--- config.mk ---
export PLATFORM = sky130hd
export DESIGN_NAME = ptp_tod_counter
export DESIGN_NICKNAME = d
export VERILOG_FILES = /design/src/rtl/tod_pkg.sv /design/src/rtl/tod_incr.sv /design/src/rtl/tod_core.sv /design/src/rtl/tod_cmp.sv /design/src/rtl/ptp_tod_counter.sv
export SDC_FILE = /design/constraint.sdc
export NUM_CORES = 1
export LEC_CHECK = 0
export BUFFER_PORTS_ARGS = -buffer_cell sky130_fd_sc_hd__buf_2
export CORE_MARGIN = 10
export CORE_UTILIZATION = 50
export DETAILED_ROUTE_END_ITERATION = 8
export PLACE_DENSITY_LB_ADDON = 0.2
export SYNTH_ARGS = -nofsm -noshare
export SYNTH_HDL_FRONTEND = slang
export SYNTH_SLANG_ARGS = --single-unit
--- constraint.sdc ---
create_clock -name clk -period 26.8 [get_ports clk]
set_input_delay 5.36 -clock clk [delete_from_list [all_inputs] [get_ports clk]]
set_output_delay 5.36 -clock clk [all_outputs]
set_load 0.01 [all_outputs]
--- src/rtl/tod_pkg.sv ---
// Shared constants and types for the time-of-day counter.
// Assumes a 32-bit register data path and a 30-bit nanosecond field.
package tod_pkg;
    localparam int NS_W       = 30;
    localparam int NS_PER_SEC = 1_000_000_000;
    localparam int ADDR_W     = 4;
    localparam int DATA_W     = 32;

    typedef enum logic [ADDR_W-1:0] {
        REG_SEC_HI    = 4'd0,
        REG_SEC_LO    = 4'd1,
        REG_NSEC      = 4'd2,
        REG_INC_FRAC  = 4'd3,
        REG_INC_WHOLE = 4'd4,
        REG_ADJUST    = 4'd5,
        REG_CMP_SEC   = 4'd6,
        REG_CMP_NS    = 4'd7,
        REG_IRQ_EN    = 4'd8
    } reg_addr_e;

    typedef struct packed {
        logic ld_sec;
        logic ld_ns;
        logic adj_en;
        logic adj_sub;
    } tod_load_t;
endpackage

--- src/rtl/tod_incr.sv ---
// Increment generator: holds the active whole/fraction increment, a staged
// fraction, and the fraction accumulator. Produces the nanosecond step for
// the current clock. Assumes one register write per clock.
module tod_incr #(
    parameter int FRAC_W    = 16,
    parameter int WHOLE_W   = 8,
    parameter int RST_WHOLE = 8,
    parameter int RST_FRAC  = 0
) (
    input  logic               clk,
    input  logic               rst_n,
    input  logic               ld_frac,
    input  logic               ld_whole,
    input  logic [FRAC_W-1:0]  frac_in,
    input  logic [WHOLE_W-1:0] whole_in,
    input  logic               clr_acc,
    input  logic               hold,
    output logic [WHOLE_W:0]   step_o,
    output logic [FRAC_W-1:0]  act_frac_o,
    output logic [WHOLE_W-1:0] act_whole_o
);
    logic [FRAC_W-1:0]  stage_frac_q;
    logic [FRAC_W-1:0]  act_frac_q;
    logic [WHOLE_W-1:0] act_whole_q;
    logic [FRAC_W-1:0]  acc_q;
    logic [FRAC_W:0]    acc_sum;

    // Fraction sum and this clock's whole-nanosecond step.
    always_comb begin
        acc_sum = {1'b0, acc_q} + {1'b0, act_frac_q};
        step_o  = {1'b0, act_whole_q} + {{WHOLE_W{1'b0}}, acc_sum[FRAC_W]};
    end

    // Staging and commit of the increment pair.
    always_ff @(posedge clk) begin
        if (!rst_n) begin
            stage_frac_q <= '0;
            act_frac_q   <= FRAC_W'(RST_FRAC);
            act_whole_q  <= WHOLE_W'(RST_WHOLE);
        end else begin
            if (ld_frac)
                stage_frac_q <= frac_in;
            if (ld_whole) begin
                act_whole_q <= whole_in;
                act_frac_q  <= stage_frac_q;
            end
        end
    end

    // Fraction accumulator: cleared on nanosecond load, held on seconds load/adjust.
    always_ff @(posedge clk) begin
        if (!rst_n)
            acc_q <= '0;
        else if (clr_acc)
            acc_q <= '0;
        else if (!hold)
            acc_q <= acc_sum[FRAC_W-1:0];
    end

    assign act_frac_o  = act_frac_q;
    assign act_whole_o = act_whole_q;


    frac_commit_chk: assert property (@(posedge clk) disable iff (!rst_n)
        !ld_whole |=> $stable(act_frac_q));
endmodule

--- src/rtl/tod_core.sv ---
// Seconds/nanoseconds state. Applies the per-clock step, loads, and the
// signed one-shot adjust, normalising the nanoseconds into [0, 1e9).
// Assumes adjust magnitude and loaded nanoseconds are already range-checked.
module tod_core
    import tod_pkg::*;
#(
    parameter int SEC_W  = 48,
    parameter int STEP_W = 9
) (
    input  logic              clk,
    input  logic              rst_n,
    input  logic [STEP_W-1:0] step_i,
    input  tod_load_t         ld_i,
    input  logic [SEC_W-1:0]  sec_val_i,
    input  logic [NS_W-1:0]   ns_val_i,
    output logic [SEC_W-1:0]  sec_o,
    output logic [NS_W-1:0]   ns_o,
    output logic              carry_o
);
    localparam int SW = NS_W + 3;

    logic [SEC_W-1:0] sec_q;
    logic [NS_W-1:0]  ns_q;
    logic             carry_q;
    logic [SW-1:0]    sum;
    logic [SW-1:0]    fixed;
    logic             neg;
    logic             over;

    // Next nanoseconds: step or signed adjust, then one wrap or borrow.
    always_comb begin
        if (ld_i.adj_en)
            sum = ld_i.adj_sub ? SW'(ns_q) - SW'(ns_val_i) : SW'(ns_q) + SW'(ns_val_i);
        else
            sum = SW'(ns_q) + SW'(step_i);
        neg  = sum[SW-1];
        over = !neg && (sum >= SW'(NS_PER_SEC));
        if (neg)
            fixed = sum + SW'(NS_PER_SEC);
        else if (over)
            fixed = sum - SW'(NS_PER_SEC);
        else
            fixed = sum;
    end

    // Time registers and the rollover carry flag.
    always_ff @(posedge clk) begin
        if (!rst_n) begin
            sec_q   <= '0;
            ns_q    <= '0;
            carry_q <= 1'b0;
        end else if (ld_i.ld_sec) begin
            sec_q   <= sec_val_i;
            carry_q <= 1'b0;
        end else if (ld_i.ld_ns) begin
            ns_q    <= ns_val_i;
            carry_q <= 1'b0;
        end else begin
            ns_q    <= fixed[NS_W-1:0];
            carry_q <= over;
            if (over)
                sec_q <= sec_q + SEC_W'(1);
            else if (neg)
                sec_q <= sec_q - SEC_W'(1);
        end
    end

    assign sec_o   = sec_q;
    assign ns_o    = ns_q;
    assign carry_o = carry_q;


    ns_range_chk: assert property (@(posedge clk) disable iff (!rst_n)
        ns_q < NS_W'(NS_PER_SEC));

    pps_step_chk: assert property (@(posedge clk) disable iff (!rst_n)
        carry_q |-> sec_q == $past(sec_q) + SEC_W'(1));

    halt_chk: assert property (@(posedge clk) disable iff (!rst_n)
        (step_i == '0 && !ld_i.ld_sec && !ld_i.ld_ns && !ld_i.adj_en)
        |=> ($stable(ns_q) && $stable(sec_q)));

    sec_load_hold_chk: assert property (@(posedge clk) disable iff (!rst_n)
        ld_i.ld_sec |=> ns_q == $past(ns_q));
endmodule

--- src/rtl/tod_cmp.sv ---
// Time-compare detector: pulses when the time key first stops being below the
// reference key. A reference write clears the history so no stale pulse fires.
module tod_cmp #(
    parameter int KEY_W = 62
) (
    input  logic             clk,
    input  logic             rst_n,
    input  logic [KEY_W-1:0] now_i,
    input  logic [KEY_W-1:0] ref_i,
    input  logic             ref_wr_i,
    output logic             hit_o
);
    logic below;
    logic below_d;

    // Current ordering of time against the reference.
    assign below = now_i < ref_i;

    // History of the ordering, reset by reference writes.
    always_ff @(posedge clk) begin
        if (!rst_n)
            below_d <= 1'b0;
        else
            below_d <= ref_wr_i ? 1'b0 : below;
    end

    assign hit_o = below_d && !below;


    cmp_single_chk: assert property (@(posedge clk) disable iff (!rst_n)
        hit_o |=> !hit_o);
endmodule

--- src/rtl/ptp_tod_counter.sv ---
// Top of the time-of-day counter: register decode, staged seconds high word,
// compare and interrupt-enable registers, coherent read snapshot, and the
// interrupt gating. Assumes SEC_W is above 32 and one write per clock.
module ptp_tod_counter
    import tod_pkg::*;
#(
    parameter int SEC_W     = 48,
    parameter int FRAC_W    = 16,
    parameter int WHOLE_W   = 8,
    parameter int RST_WHOLE = 8,
    parameter int RST_FRAC  = 0
) (
    input  logic              clk,
    input  logic              rst_n,
    input  logic              wr_en,
    input  logic [ADDR_W-1:0] wr_addr,
    input  logic [DATA_W-1:0] wr_data,
    input  logic              rd_en,
    input  logic [ADDR_W-1:0] rd_addr,
    output logic [DATA_W-1:0] rd_data,
    output logic [SEC_W-1:0]  tod_sec_o,
    output logic [NS_W-1:0]   tod_ns_o,
    output logic              pps_irq_o,
    output logic              cmp_irq_o
);
    localparam int HI_W   = SEC_W - 32;
    localparam int STEP_W = WHOLE_W + 1;
    localparam int KEY_W  = 32 + NS_W;

    logic               w_hi, w_lo, w_ns, w_frac, w_whole, w_adj, w_csec, w_cns, w_en;
    logic               val_ok;
    tod_load_t          ld;
    logic [STEP_W-1:0]  step;
    logic [FRAC_W-1:0]  act_frac;
    logic [WHOLE_W-1:0] act_whole;
    logic [SEC_W-1:0]   sec;
    logic [NS_W-1:0]    ns;
    logic               carry;
    logic               cmp_hit;
    logic [HI_W-1:0]    stage_hi_q;
    logic [31:0]        cmp_sec_q;
    logic [NS_W-1:0]    cmp_ns_q;
    logic [1:0]         irq_en_q;
    logic [HI_W-1:0]    snap_hi_q;
    logic [NS_W-1:0]    snap_ns_q;

    // Write address decode and range check of nanosecond-sized values.
    always_comb begin
        w_hi    = wr_en && (wr_addr == REG_SEC_HI);
        w_lo    = wr_en && (wr_addr == REG_SEC_LO);
        w_ns    = wr_en && (wr_addr == REG_NSEC);
        w_frac  = wr_en && (wr_addr == REG_INC_FRAC);
        w_whole = wr_en && (wr_addr == REG_INC_WHOLE);
        w_adj   = wr_en && (wr_addr == REG_ADJUST);
        w_csec  = wr_en && (wr_addr == REG_CMP_SEC);
        w_cns   = wr_en && (wr_addr == REG_CMP_NS);
        w_en    = wr_en && (wr_addr == REG_IRQ_EN);
        val_ok  = wr_data[NS_W-1:0] < NS_W'(NS_PER_SEC);
        ld.ld_sec  = w_lo;
        ld.ld_ns   = w_ns && val_ok;
        ld.adj_en  = w_adj && val_ok;
        ld.adj_sub = wr_data[DATA_W-1];
    end

    tod_incr #(
        .FRAC_W    (FRAC_W),
        .WHOLE_W   (WHOLE_W),
        .RST_WHOLE (RST_WHOLE),
        .RST_FRAC  (RST_FRAC)
    ) i_incr (
        .clk         (clk),
        .rst_n       (rst_n),
        .ld_frac     (w_frac),
        .ld_whole    (w_whole),
        .frac_in     (wr_data[FRAC_W-1:0]),
        .whole_in    (wr_data[WHOLE_W-1:0]),
        .clr_acc     (ld.ld_ns),
        .hold        (ld.ld_sec || ld.adj_en),
        .step_o      (step),
        .act_frac_o  (act_frac),
        .act_whole_o (act_whole)
    );

    tod_core #(
        .SEC_W  (SEC_W),
        .STEP_W (STEP_W)
    ) i_core (
        .clk       (clk),
        .rst_n     (rst_n),
        .step_i    (step),
        .ld_i      (ld),
        .sec_val_i ({stage_hi_q, wr_data}),
        .ns_val_i  (wr_data[NS_W-1:0]),
        .sec_o     (sec),
        .ns_o      (ns),
        .carry_o   (carry)
    );

    tod_cmp #(
        .KEY_W (KEY_W)
    ) i_cmp (
        .clk      (clk),
        .rst_n    (rst_n),
        .now_i    ({sec[31:0], ns}),
        .ref_i    ({cmp_sec_q, cmp_ns_q}),
        .ref_wr_i (w_csec || w_cns),
        .hit_o    (cmp_hit)
    );

    // Software-written configuration registers.
    always_ff @(posedge clk) begin
        if (!rst_n) begin
            stage_hi_q <= '0;
            cmp_sec_q  <= '0;
            cmp_ns_q   <= '0;
            irq_en_q   <= '0;
        end else begin
            if (w_hi)   stage_hi_q <= wr_data[HI_W-1:0];
            if (w_csec) cmp_sec_q  <= wr_data;
            if (w_cns)  cmp_ns_q   <= wr_data[NS_W-1:0];
            if (w_en)   irq_en_q   <= wr_data[1:0];
        end
    end

    // Snapshot of the upper seconds and nanoseconds on a low-seconds read.
    always_ff @(posedge clk) begin
        if (!rst_n) begin
            snap_hi_q <= '0;
            snap_ns_q <= '0;
        end else if (rd_en && rd_addr == REG_SEC_LO) begin
            snap_hi_q <= sec[SEC_W-1:32];
            snap_ns_q <= ns;
        end
    end

    // Combinational read multiplexer.
    always_comb begin
        case (rd_addr)
            REG_SEC_HI:    rd_data = DATA_W'(snap_hi_q);
            REG_SEC_LO:    rd_data = sec[31:0];
            REG_NSEC:      rd_data = DATA_W'(snap_ns_q);
            REG_INC_FRAC:  rd_data = DATA_W'(act_frac);
            REG_INC_WHOLE: rd_data = DATA_W'(act_whole);
            REG_CMP_SEC:   rd_data = cmp_sec_q;
            REG_CMP_NS:    rd_data = DATA_W'(cmp_ns_q);
            REG_IRQ_EN:    rd_data = DATA_W'(irq_en_q);
            default:       rd_data = '0;
        endcase
    end

    assign tod_sec_o = sec;
    assign tod_ns_o  = ns;
    assign pps_irq_o = carry && irq_en_q[0];
    assign cmp_irq_o = cmp_hit && irq_en_q[1];
endmodule

==> flow_summary.toml <==
[synth]
synth_common_cells = "511 x nand2_1, 385 x a21oi_1, 262 x dfxtp_1"
synth_warnings = 0
synth_area_sq_mm = 0.02130
post_synth_main_area_contributors = "dfxtp_1 25%, ha_1 11%, a21oi_1 9.0%"
synthFlopType = "dfxtp_1"
seq_area_frac_synth_pct = 24.63
synthMostInstantiatedCell = "nand2_1"
postSynthCellCount = 2904
synth_nets = 3147
syn_avg_cell_area_sq_um = 7.334
synth_edf_count = 0
synth_async_sr_flop_share_pct = 0
synthDominantAreaCellType = "dfxtp_1"
yosysUniqueCellTypes = 95
yosysTopAreaCellShare_pct = 24.63
yosys_register_bits = 262

[clock_tree]
clockBufferDepth = 3
cts_buffers = 30
postCtsSetupBuffers = 0
clkSlewWorstSetupHoldPaths_ps = 60
cts-hold-fix-buffers = 0
clock_tree.htree_level_count = 1
cts_tree = "yes"
cts-root-buf = "clkbuf_16"
clock_sinks = 262
clkLatencyLatePin_ps = 590
post_cts_resized = 0

[grt]
grtUsageMet1_pct = 43.97
grtUsageTotal_pct = 33.02
grt_first_pass_wirelength_microns = 132400
grt_pass1_vias = 22000
use_met3_pct = 6.344
met2_usage_pct = 51.74
grt_overflow_total = 0
grt_max_degree = 101
globalRoute.busiestLayer = "met2"
antenna_found_initial = 2

[placed_design]
gp_congestion = 1.046
hpwl_microns = 65760
io_buffers = 155
place_area_sq_mm = 0.02241

[drt]
dr.pass1.iters = 9
drt-total-wl_microns = 88180
ant_nets = 0
drt_iter0_markers = 2760
vias = 23180
drc = 3
wl_per_cell_microns = 25.08
vias_per_cell = 6.592

[worst_setup_path]
cp.arrival_ps = 14030
crit_required_ps = 27300
slowest_stage = "a2111oi_0"
cp-end-kind = "register"
cp-start-kind = "input pin"
crit_fanout = 50
max_stage_delay_ps = 810
crit_type = "input pin to register"

[timing]
fin_worst_skew_ps = 24.78
slew_violations = 0
maxSlewHeadroom_pct = 21.34
fmax_mhz = 73.87
worst_hold_slack_ps = 459.3
fin_crit_ps = 13540
final.setup.tns_ps = 0
finalHoldViolCount = 0
finalCritPeriodShare_pct = 50.51
tightest_slew_ps = 1180
setup_viol = 0
rsz0062_at_grt = "no"

[floorplan]
fp.dieH_microns = 226.4
core_region_area_sq_mm = 0.04204
row_count = 75
die_x_microns = 226.4
dieArea_sq_mm = 0.05125
initial_core_util_pct = 50.66
io_pins = 156

[pwr]
ir_worst_vdd_v = 0.00005475
p_leak_uw = 0.009651
powerDensity_mw_per_mm2 = 47.78

[status]
violations = "design-rule violations"
status = "finished with violations"

[final_layout]
drive_gt1_share_pct = 10.35
utilization_pct = 55.61
final_nets = 3199
syn2layout_area_growth_pct = 9.770
fin_area_sq_mm = 0.02338

[job]
maxCapViolCount = 0

[min_path]
hold_class = "register to register"
==> area by class of cell <==
class,count,area (sq um)
antenna,1,2.502
clock buffer,35,789.5
clock inverter,17,172.7
fill,4119,18660
inverter,148,560.5
multi-input combinational,2318,14850
sequential,262,5245
tap,539,674.4
timing repair buffer,196,1084
==> cells by family (layout without fill, tap and decap cells) <==
family                   Yosys count  count (layout)  synth area share [%]
other                              0               1                     0
flip-flops                       262             262                 24.63
AO/OA/AOI/OAI                    973             973                 29.95
buffers and inverters            324             396                 6.069
AND/OR/NAND/NOR                 1026            1026                 22.38
adder cells (fa/ha/maj)          199             199                 11.90
multiplexers                      20              20                0.9576
XOR/XNOR                         100             100                 4.112
==> state kept, by name (all words and copies together), names as in the netlist, 2 cells and up <==
register,flops
i_core.sec_o,48
cmp_sec_q,32
cmp_ns_q,30
i_core.ns_o,30
snap_ns_q,30
i_incr.acc_q,16
i_incr.act_frac_o,16
i_incr.stage_frac_q,16
snap_hi_q,16
stage_hi_q,16
i_incr.act_whole_o,8
irq_en_q,2
==> path summary, 6_finish.rpt <==
path	start	to	slack (ps)	cells after the start
min	stage_hi_q[15]	stage_hi_q[15]	460	2
min reg2reg	stage_hi_q[15]	stage_hi_q[15]	460	2
max reg2reg	i_incr.act_frac_o[0]	i_core.sec_o[47]	15260	40
max	wr_data[7]	i_core.sec_o[47]	13260	29
==> worst max-delay path: cells and delay by family <==
kind | cells | cell delay [ps]
AO/OA/AOI/OAI | 18 | 5440
buffers and inverters | 4 | 1170
AND/OR/NAND/NOR | 5 | 1040
adder cells (fa/ha/maj) | 2 | 930
==> layout by cell type (no fill, tap or decap), types with 35 or more instances in the layout <==
cell      count
nand2_1     511
a21oi_1     385
dfxtp_1     262
ha_1        193
nor2_1      156
buf_2       155
inv_1       146
o21ai_0     113
a22oi_1      70
a21o_1       70
xnor2_1      60
nand3_1      46
nor3_1       46
nand4_1      43
buf_4        41
xor2_1       40
a222oi_1     37
o211ai_1     37
nor2b_1      35
==> metrics by stage <==
stage,power [uW],cells,setup WS (ps)
floorplan,615.2,2904,13620
global placement,704.8,3463,12960
detailed placement,704.7,3463,12770
CTS,1110,3515,13330
global route,1157,3516,12590
finish,1117,3516,13260
==> metal layers <==
| metal | wire (microns) | share of wire (%) |
|---|---|---|
| met2 | 39110 | 44 |
| met4 | 3558 | 4.0 |
| met5 | 0 | 0 |
| met3 | 8758 | 9.9 |
| met1 | 36750 | 42 |
==> report_power, final <==
group	total [uW]	switching, uW	internal, uW
Sequential	413	16.0	397
Clock	411	181	230
Combinational	293	188	105
Total	1120	384	733
Note: power is estimated with default switching activity, not from simulation.
